## src/rtl/uft_pkg.sv

```systemverilog
package uft_pkg;

  // register addresses inside the configuration bank
  localparam logic [1:0] ADDR_CTRL = 2'd0;
  localparam logic [1:0] ADDR_FMT  = 2'd1;
  localparam logic [1:0] ADDR_BAUD = 2'd2;

  // control register bit positions
  localparam int CTRL_EN_BIT    = 0;
  localparam int CTRL_SRST_BIT  = 1;
  localparam int CTRL_TXEN_BIT  = 2;

  localparam int FMT_W = 7;

  typedef enum logic [1:0] {
    PAR_OFF  = 2'd0,
    PAR_EVEN = 2'd1,
    PAR_ODD  = 2'd2,
    PAR_OFF2 = 2'd3
  } par_mode_e;

  typedef struct packed {
    logic       two_stop;
    logic [1:0] par;
    logic       msb_first;
    logic [2:0] len_code;
  } frame_fmt_t;

  localparam frame_fmt_t FMT_RESET = '{two_stop: 1'b0, par: 2'd0,
                                       msb_first: 1'b0, len_code: 3'd3};

  typedef enum logic [2:0] {
    TX_IDLE   = 3'd0,
    TX_START  = 3'd1,
    TX_DATA   = 3'd2,
    TX_PARITY = 3'd3,
    TX_STOP   = 3'd4
  } tx_state_e;

  // character length in bits for a length code
  function automatic logic [3:0] char_len(input logic [2:0] code);
    logic [3:0] r;
    if (code > 3'd4) r = 4'd8;
    else             r = {1'b0, code} + 4'd5;
    return r;
  endfunction

endpackage

```

## src/rtl/uft_cfg_bank.sv

```systemverilog
module uft_cfg_bank
  import uft_pkg::*;
#(
  parameter int ADDR_W   = 2,
  parameter int CFG_W    = 16,
  parameter int BAUD_W   = 16,
  parameter int BAUD_RST = 3
) (
  input  logic              clk,
  input  logic              rst_n,
  input  logic              we,
  input  logic [ADDR_W-1:0] addr,
  input  logic [CFG_W-1:0]  wdata,
  output logic              enable,
  output logic              txen,
  output logic              srst,
  output frame_fmt_t        fmt,
  output logic [BAUD_W-1:0] baud
);

  localparam logic [BAUD_W-1:0] BAUD_DEF = BAUD_W'(BAUD_RST);

  logic hit_ctrl, hit_fmt, hit_baud;

  always_comb begin
    hit_ctrl = we && (addr == ADDR_W'(ADDR_CTRL));
    hit_fmt  = we && (addr == ADDR_W'(ADDR_FMT));
    hit_baud = we && (addr == ADDR_W'(ADDR_BAUD));
    srst     = hit_ctrl && wdata[CTRL_SRST_BIT];
  end

  always_ff @(posedge clk or negedge rst_n) begin
    if (!rst_n) begin
      enable <= 1'b0;
      txen   <= 1'b0;
      fmt    <= FMT_RESET;
      baud   <= BAUD_DEF;
    end else if (srst) begin
      enable <= 1'b0;
      txen   <= 1'b0;
      fmt    <= FMT_RESET;
      baud   <= BAUD_DEF;
    end else begin
      if (hit_ctrl) begin
        enable <= wdata[CTRL_EN_BIT];
        txen   <= wdata[CTRL_TXEN_BIT];
      end
      if (hit_fmt && !enable) begin
        fmt <= frame_fmt_t'(wdata[FMT_W-1:0]);
      end
      if (hit_baud && !enable) begin
        baud <= wdata[BAUD_W-1:0];
      end
    end
  end

endmodule

```

## src/rtl/uft_baud_gen.sv

```systemverilog
module uft_baud_gen #(
  parameter int BAUD_W = 16
) (
  input  logic              clk,
  input  logic              rst_n,
  input  logic              clr,
  input  logic              load,
  input  logic              run,
  input  logic [BAUD_W-1:0] reload_val,
  output logic              tick
);

  logic [BAUD_W-1:0] cnt_q;
  logic [BAUD_W-1:0] per_q;

  always_ff @(posedge clk or negedge rst_n) begin
    if (!rst_n) begin
      cnt_q <= '0;
      per_q <= '0;
    end else if (clr || load) begin
      cnt_q <= reload_val;
      per_q <= reload_val;
    end else if (cnt_q == '0) begin
      cnt_q <= per_q;
    end else begin
      cnt_q <= cnt_q - 1'b1;
    end
  end

  assign tick = run && (cnt_q == '0);

endmodule

```

## src/rtl/uft_frame_seq.sv

```systemverilog
module uft_frame_seq
  import uft_pkg::*;
#(
  parameter int DATA_W = 9
) (
  input  logic              clk,
  input  logic              rst_n,
  input  logic              abort,
  input  logic              go,
  input  frame_fmt_t        fmt,
  input  logic              hold_full,
  input  logic [DATA_W-1:0] hold_data,
  input  logic              tick,
  output logic              take,
  output logic              busy,
  output tx_state_e         state,
  output logic              txd
);

  localparam int IDX_W = $clog2(DATA_W + 1);

  tx_state_e         state_q;
  logic [DATA_W-1:0] data_q;
  logic [IDX_W-1:0]  idx_q;
  logic [IDX_W-1:0]  len_q;
  logic              msb_q;
  logic              par_en_q;
  logic              par_bit_q;
  logic              two_q;
  logic              stop_q;
  logic              last_stop;
  logic              data_bit;
  logic [IDX_W-1:0]  sel;

  function automatic logic par_of(input logic [DATA_W-1:0] d,
                                  input logic [IDX_W-1:0] len,
                                  input logic [1:0] mode);
    logic acc;
    acc = 1'b0;
    for (int i = 0; i < DATA_W; i++) begin
      if (IDX_W'(i) < len) acc = acc ^ d[i];
    end
    return (mode == 2'(PAR_ODD)) ? ~acc : acc;
  endfunction

  always_comb begin
    last_stop = (stop_q == two_q);
    take = go && hold_full &&
           ((state_q == TX_IDLE) || ((state_q == TX_STOP) && tick && last_stop));
    sel = msb_q ? (len_q - IDX_W'(1) - idx_q) : idx_q;
    data_bit = data_q[sel];
  end

  always_ff @(posedge clk or negedge rst_n) begin
    if (!rst_n) begin
      state_q   <= TX_IDLE;
      data_q    <= '0;
      idx_q     <= '0;
      len_q     <= IDX_W'(8);
      msb_q     <= 1'b0;
      par_en_q  <= 1'b0;
      par_bit_q <= 1'b0;
      two_q     <= 1'b0;
      stop_q    <= 1'b0;
    end else if (abort) begin
      state_q <= TX_IDLE;
      idx_q   <= '0;
      stop_q  <= 1'b0;
    end else if (take) begin
      state_q   <= TX_START;
      data_q    <= hold_data;
      idx_q     <= '0;
      stop_q    <= 1'b0;
      len_q     <= IDX_W'(char_len(fmt.len_code));
      msb_q     <= fmt.msb_first;
      par_en_q  <= (fmt.par == 2'(PAR_EVEN)) || (fmt.par == 2'(PAR_ODD));
      par_bit_q <= par_of(hold_data, IDX_W'(char_len(fmt.len_code)), fmt.par);
      two_q     <= fmt.two_stop;
    end else if (tick) begin
      unique case (state_q)
        TX_START: begin
          state_q <= TX_DATA;
          idx_q   <= '0;
        end
        TX_DATA: begin
          if (idx_q == len_q - IDX_W'(1)) begin
            state_q <= par_en_q ? TX_PARITY : TX_STOP;
            stop_q  <= 1'b0;
          end else begin
            idx_q <= idx_q + IDX_W'(1);
          end
        end
        TX_PARITY: begin
          state_q <= TX_STOP;
          stop_q  <= 1'b0;
        end
        TX_STOP: begin
          if (last_stop) state_q <= TX_IDLE;
          else           stop_q  <= 1'b1;
        end
        default: state_q <= TX_IDLE;
      endcase
    end
  end

  always_comb begin
    unique case (state_q)
      TX_START:  txd = 1'b0;
      TX_DATA:   txd = data_bit;
      TX_PARITY: txd = par_bit_q;
      default:   txd = 1'b1;
    endcase
  end

  assign busy  = (state_q != TX_IDLE);
  assign state = state_q;

endmodule

```

## src/rtl/uart_frame_tx.sv

```systemverilog
module uart_frame_tx
  import uft_pkg::*;
#(
  parameter int ADDR_W   = 2,
  parameter int CFG_W    = 16,
  parameter int BAUD_W   = 16,
  parameter int DATA_W   = 9,
  parameter int BAUD_RST = 3
) (
  input  logic              clk,
  input  logic              rst_n,
  input  logic              cfg_we,
  input  logic [ADDR_W-1:0] cfg_addr,
  input  logic [CFG_W-1:0]  cfg_wdata,
  input  logic              in_valid,
  input  logic [DATA_W-1:0] in_data,
  output logic              in_ready,
  output logic              txd
);

  logic              enable;
  logic              txen;
  logic              srst;
  frame_fmt_t        fmt;
  logic [BAUD_W-1:0] baud;
  logic              tick;
  logic              take;
  logic              busy;
  tx_state_e         state;
  logic              go;
  logic              hold_full_q;
  logic [DATA_W-1:0] hold_q;

  uft_cfg_bank #(
    .ADDR_W(ADDR_W), .CFG_W(CFG_W), .BAUD_W(BAUD_W), .BAUD_RST(BAUD_RST)
  ) u_cfg (
    .clk(clk), .rst_n(rst_n), .we(cfg_we), .addr(cfg_addr), .wdata(cfg_wdata),
    .enable(enable), .txen(txen), .srst(srst), .fmt(fmt), .baud(baud)
  );

  uft_baud_gen #(.BAUD_W(BAUD_W)) u_baud (
    .clk(clk), .rst_n(rst_n), .clr(srst), .load(take), .run(busy),
    .reload_val(baud), .tick(tick)
  );

  uft_frame_seq #(.DATA_W(DATA_W)) u_seq (
    .clk(clk), .rst_n(rst_n), .abort(srst), .go(go), .fmt(fmt),
    .hold_full(hold_full_q), .hold_data(hold_q), .tick(tick),
    .take(take), .busy(busy), .state(state), .txd(txd)
  );

  assign go       = enable && txen;
  assign in_ready = go && !hold_full_q;

  always_ff @(posedge clk or negedge rst_n) begin
    if (!rst_n) begin
      hold_full_q <= 1'b0;
      hold_q      <= '0;
    end else if (srst) begin
      hold_full_q <= 1'b0;
    end else if (in_valid && in_ready) begin
      hold_full_q <= 1'b1;
      hold_q      <= in_data;
    end else if (take) begin
      hold_full_q <= 1'b0;
    end
  end

endmodule

```

## config.mk

```make
export PLATFORM = sky130hd
export DESIGN_NAME = uart_frame_tx
export DESIGN_NICKNAME = d
export VERILOG_FILES = /design/src/rtl/uft_pkg.sv /design/src/rtl/uft_cfg_bank.sv /design/src/rtl/uft_baud_gen.sv /design/src/rtl/uft_frame_seq.sv /design/src/rtl/uart_frame_tx.sv
export SDC_FILE = /design/constraint.sdc
export NUM_CORES = 1
export LEC_CHECK = 0
export ABC_CLOCK_PERIOD_IN_PS = 2900
export BUFFER_PORTS_ARGS = -buffer_cell sky130_fd_sc_hd__buf_2
export CAP_MARGIN = 20
export CORE_AREA = 5 5 90 101
export CTS_CLUSTER_DIAMETER = 200
export DETAILED_ROUTE_END_ITERATION = 10
export DIE_AREA = 0 0 95 106
export PLACE_DENSITY = 0.77
export SLEW_MARGIN = 20
export SYNTH_ARGS = -nofsm -noshare
export SYNTH_HDL_FRONTEND = slang
export SYNTH_SLANG_ARGS = --single-unit
```

## constraint.sdc

```tcl
create_clock -name clk -period 2.9 [get_ports clk]
set_input_delay 0.29 -clock clk [delete_from_list [all_inputs] [get_ports clk]]
set_output_delay 0.29 -clock clk [all_outputs]
set_load 0.005 [all_outputs]
```

==> Word-level counts from Yosys, hierarchy flattened <==
Index checks and enable logic that the tools add are counted.
{ "word_totals": {"inputBits": 31, "wordCells": 161, "out_inout_bits": 2, "reg_bits": 92} }
{ "op_classes": {"n_reduce_logical": 35, "n_bitwise": 10, "order_cmp": 11, "n_addsub": 5, "n_eq_ne": 14, "n_mux": 66} }
{ "ops": {"columns": ["op", "n"], "rows": [
  ["$mux 16", 4],
  ["$mux 1", 41],
  ["$mux 4", 8],
  ["$mux 3", 6],
  ["$logic_not 16->1", 1],
  ["$lt 3x4->1 const A", 4],
  ["$sub 16x1->16 const B", 1],
  ["$logic_and 1x1->1", 14],
  ["$mux 7", 2],
  ["$pmux 3 s4", 1],
  ["$reduce_bool 3->1", 3],
  ["$lt 1x4->1 const A", 2],
  ["$lt 2x4->1 const A", 2],
  ["$ne 4x3->1 const B", 2],
  ["$ne 4x4->1 const B", 2],
  ["$pmux 4 s2", 1],
  ["$xor 1x1->1", 8],
  ["$eq 3x2->1 const B", 2],
  ["$pmux 1 s3", 2],
  ["$reduce_and 3->1", 2],
  ["$reduce_bool 2->1", 3],
  ["$lt 4x5->1 const B", 1],
  ["$reduce_bool 5->1", 1],
  ["$add 3x3->4 const B", 1],
  ["20 further kinds", 27]
]} }

==> Depth between registers and ports, before layout <==
{ "depth": {"word_depth": 46, "ltp_mapped": 10, "mapped_depth_nobuf": 10} }

==> Modules after synthesis <==
Synthesis repeated with hierarchy kept, for this count alone.
{ "hier_totals": {"hier_cells": 513, "area_unflattened_um2": 5019.8} }
{ "by_module_without_submodules": {"columns": ["module", "cells_per_inst", "seq_area_each_um2", "n_inst", "area_each_um2"], "rows": [
  ["uft_frame_seq", 188, 626.9, 1, 1757.9],
  ["uft_baud_gen", 190, 800.8, 1, 1755.4],
  ["uft_cfg_bank", 109, 630.6, 1, 1104.8],
  ["uart_frame_tx", 26, 250.2, 1, 401.6]
]} }

==> Worst setup path before layout <==
OpenSTA, ideal clock, no wires.
{ "synth_path": {"kind": "reg-to-reg", "from": "reg u_baud.cnt_q[7]", "to": "reg u_seq.data_q[0]", "path_slack_ps": 350, "period_less_slack_ps": 2550, "setup_time_ps": 125, "t_arrival_ps": 2424, "n_path_buf": 2, "path_stages_with_launch": 9, "path_cell_list": "dfrtp_1 -> or4_4 -> or3_1 -> buf_2 -> o41ai_2 -> and3_1 -> nand2_2 -> buf_6 -> mux2_4"} }
{ "synth_via": {"elab_chain_cells": 7} }
{ "synth_rtl": {"columns": ["element", "line", "text"], "rows": [
  ["from (decl)", "uft_baud_gen.sv:13", "logic [BAUD_W-1:0] cnt_q;"],
  ["from (signal assigned)", "uft_baud_gen.sv:21", "cnt_q <= reload_val;"],
  ["from (signal assigned)", "uft_baud_gen.sv:24", "cnt_q <= per_q;"],
  ["from (signal assigned)", "uft_baud_gen.sv:26", "cnt_q <= cnt_q - 1'b1;"],
  ["$logic_not 16->1", "uft_baud_gen.sv:30", "assign tick = run && (cnt_q == '0);"],
  ["$logic_and 1x1->1", "uft_baud_gen.sv:30", null],
  ["$logic_and 1x1->1 (2 in series)", "uft_frame_seq.sv:49", "((state_q == TX_IDLE) || ((state_q == TX_STOP) && tick && last_stop));"],
  ["$logic_or 1x1->1", "uft_frame_seq.sv:49", null],
  ["$logic_and 1x1->1", "uft_frame_seq.sv:48", "take = go && hold_full &&"],
  ["$reduce_and 2->1 (no line)", null, null],
  ["to (signal assigned)", "uft_frame_seq.sv:71", "data_q <= hold_data;"],
  ["to (decl)", "uft_frame_seq.sv:23", "logic [DATA_W-1:0] data_q;"]
]} }
No other way between the ends.
A chain may end at the register's enable or synchronous reset.

==> Worst setup path in the final report <==
{ "layout_path": {"from": "reg u_seq.len_q[1]", "to": "out txd"} }
{ "layout_via": {"elab_chain_cells": 6} }
{ "layout_rtl": {"columns": ["element", "line", "text"], "rows": [
  ["from (decl)", "uft_frame_seq.sv:25", "logic [IDX_W-1:0] len_q;"],
  ["from (signal assigned)", "uft_frame_seq.sv:74", "len_q <= IDX_W'(char_len(fmt.len_code));"],
  ["$sub 4x1->4", "uft_frame_seq.sv:50", "sel = msb_q ? (len_q - IDX_W'(1) - idx_q) : idx_q;"],
  ["$sub 4x4->4", "uft_frame_seq.sv:50", null],
  ["$mux 4", "uft_frame_seq.sv:50", null],
  ["$bmux 1 s4", "uft_frame_seq.sv:51", "data_bit = data_q[sel];"],
  ["$mux 1 (implied by the code)", "uft_frame_seq.sv:51", null],
  ["$pmux 1 s3", "uft_frame_seq.sv:107", "unique case (state_q)"],
  ["to (decl)", "uart_frame_tx.sv:18", "output logic txd"]
]} }
No other way between the ends. The select of a mux whose other input is x is not followed.

==> reports/qor.txt <==
slew margin rel.: 41.45%
Post-synth top flop: dfrtp_1
Comb power frac: 35.9%
DR WL/cell: 15.64 um
core box area: 8058 um2
Max Clock Skew: 0.009679 ns
Synth Instances: 488
Worst-Margin Slew: 0.8782 ns
total CTS buffers: 9
Setup WS post-layout: -0.1875 ns
worst hold slack: -0.0006887 ns
nets@finish: 562
Clock power frac: 19.3%
pin count of the biggest net entering global routing: 60
DRC Markers: 0
Post-Syn Area: 4651 um2
worst r2r path cells: 7
CTS sink count: 92
Worst Path Buf+Inv: 3
post-synthesis mux area share: 8.851%
#FFs+latches synth: 92
vias: 3,612
cell area power density: 929.4 nW/um2
GR Util All Layers: 21.35%
sequential power share: 44.8%
Synth area leader: dfrtp_1
CTS Buffer Depth: 2
Setup Viol. Count Final: 1
vias per cell: 5.679
IO Count: 33
worst setup path start: u_seq.len_q[1]
final WL: 9946 um
antenna violations before repair: 0
pre-CTS WS: 0.08785 ns
Compound-Gate Fraction of Synth Area: 12.46%
Worst EP required: 2.61 ns
reg2reg start: u_baud.cnt_q[7]
GRT Residual Overflow: 0
Max Freq: 323.9 MHz
Slowest-stage cell, CP: fa_1
clock latency on the worst-skew pair: 0.35 ns
Max VDD drop: 0.5767 mV
layout cells sized above 1: 18.67%
Site Rows: 35
number of flops mapped to enable cells by yosys: 0
Pwr Total: 4.824 mW
max incr delay on CP: 0.42 ns
commonest cells after routing, fill and taps aside: 108 x nand2_1, 86 x dfrtp_1, 55 x o21ai_0, 31 x nor2_1, 31 x buf_2
gpl congestion: 0.8634
vias in the first global route: 3,648
ANT cells: 0
largest fanout on the critical path: 3
ANT nets after route: 0
Initial Util: 57.72%
CP delay by family, top: multiplexers
post-synthesis xor/xnor area fraction: 4.331%
leakage power: 2.402 nW
most common cell after layout, fill and taps aside: nand2_1
worst reg2reg setup slack: 0.16 ns
die width: 95 um
post-synthesis simple-gate area fraction: 17.94%
1st-iter DRT viols: 192
final instance area: 5190 um2
switch share: 35.24%
min Tclk post-route: 3.087 ns
Psw: 1.700 mW
Clock Tree Root: clkbuf_8
worst setup path class: register to output port
internal power: 3.124 mW
RSZ-0062 raised after global routing: true
Async SR Flop Fraction: 100.0%
Distinct cells, synth: 52
Final Max Slew Viols: 0
Hold Path Class: primary input to async pin
die height: 106 um
Placed Area: 4933 um2
crit-path cells: inv_1 > ha_1 > inv_2 > fa_1 > mux2i_2 > mux4_2 > mux2_4 > mux2i_1 > a31oi_1 > buf_2
Startpoint Class: register
first-pass GRT wire length: 16,990 um
status: finished with violations
CTS H-tree lvls: 3
Worst EP arrival: 2.80 ns
cells taking the most area after synthesis: dfrtp_1 47%, nand2_1 8.7%, o21ai_0 5.9%
clock-pin slew on the worst setup and hold paths: 0.09 ns
Adder-Cell Fraction of Synth Area: 2.852%
final period utilization: 106.5%
Die Area: 10,070 um2
Synth Net Count: 529
DR pass1 iterations: 5
Fin. Hold Viols: 2
failing checks: negative hold slack, negative setup slack
Yosys top cell area share: 46.81%
post-synthesis sequential area ratio: 49.64%
PortBufs: 32
MaxCap Viol Count: 0
Avg Cell Area, Syn: 9.530 um2
FILL cells: 652
CTS tree: built
worst reg2reg endpoint: u_seq.state[2]
YS warnings: 0
CP Capture Type: output port
area grow syn2layout: 11.60%
detailed placement HPWL: 6960 um
largest family of logic cells by synthesized area: simple AND/OR/NAND/NOR gates
[cell type report]
class / count / area, um2 / share of cell area (%)
Inverter: 19 / 71.32 / 1.374
Clock inverter: 6 / 88.84 / 1.712
Tap cell: 111 / 138.9 / 2.676
Clock buffer: 9 / 123.9 / 2.387
Sequential cell: 92 / 2310 / 44.50
Timing Repair Buffer: 45 / 285.3 / 5.497
Multi-Input combinational cell: 354 / 2172 / 41.85
[synthesized netlist by cell type (4+ instances only)]
master / count
nor2_1: 31
o21ai_0: 55
clkbuf_1: 14
inv_1: 19
a21oi_1: 25
xor2_1: 10
mux2_2: 13
and3_1: 4
ha_1: 9
xnor2_1: 13
dfstp_2: 5
buf_2: 5
mux2i_1: 7
mux2_4: 10
nand3_1: 8
nand2_1: 108
nor3_1: 12
or3_1: 5
dfrtp_1: 87
[what timing repair did]
item | 4_1_cts | 5_1_grt
pin swaps | 3 | 0
resized for setup | 4 | 1
setup buffers | 3 | 1
hold buffers | 0 | 0
endpoints found under the setup margin | 1 | 13
[cell families after synthesis]
| group | Yosys count |
|---|---|
| AOI/OAI and AO/OA | 102 |
| and+or+nand+nor | 187 |
| adders and majority gates | 10 |
| xor gates and xnor gates | 23 |
| buffers and inverters | 42 |
| DFF | 92 |
| muxes | 32 |
[flip-flops by register name, indices dropped and copies added, names as in the netlist]
register         count
u_seq.idx_q          4
u_seq.len_q          4
u_cfg.enable         1
u_cfg.baud          16
u_baud.per_q        16
u_seq.msb_q          1
u_seq.par_en_q       1
u_seq.two_q          1
u_seq.data_q         9
u_cfg.txen           1
hold_q               9
u_seq.stop_q         1
u_baud.cnt_q        16
u_seq.par_bit_q      1
u_seq.state          3
u_cfg.fmt            7
hold_full_q          1
[power by group through the flow]
stage / clock, mW / sequential, mW / combinational (mW)
floorplan: 0 / 2.02 / 1.37
finish: 0.930 / 2.16 / 1.73
global placement: 0 / 2.15 / 1.56
global route: 1.00 / 2.22 / 1.95
CTS: 0.946 / 2.15 / 1.71
detailed placement: 0 / 2.18 / 1.64
[worst reg2reg max path: cells and delay by family (launching register included)]
kind	cells	cell delay [ns]
flip-flops	1	0.43
AO/OA/AOI/OAI	3	0.66
AND/OR/NAND/NOR	4	1.55
[metal layers]
layer	wire, um	GRT usage (%)	vias to the layer above
li1	-	-	1736
met1	4513	30.06	1778
met2	4919	33.50	82
met3	319	2.619	16
met4	194	8.763	0
met5	0	0	-
[how the worst max path moves through the flow]
stage | endpoint | slack (ns) | cells after the start
after floorplan | u_seq.data_q[0] | 0.35 | 8
after global placement | u_seq.data_q[7] | 0.13 | 6
after detailed placement | u_seq.data_q[3] | 0.09 | 6
after CTS | txd | -0.16 | 10
after global routing | txd | -0.26 | 10
final | txd | -0.19 | 10
[stage by stage]
step / std cells / TNS, ns / util, %
finish: 636 / -0.1875 / 64.41
global route: 636 / -0.2581 / 64.41
CTS: 635 / -0.1636 / 64.25
detailed placement: 617 / 0 / 61.23
global placement: 617 / 0 / 61.23
floorplan: 488 / 0 / -
Note: power is estimated with default switching activity, not from simulation.
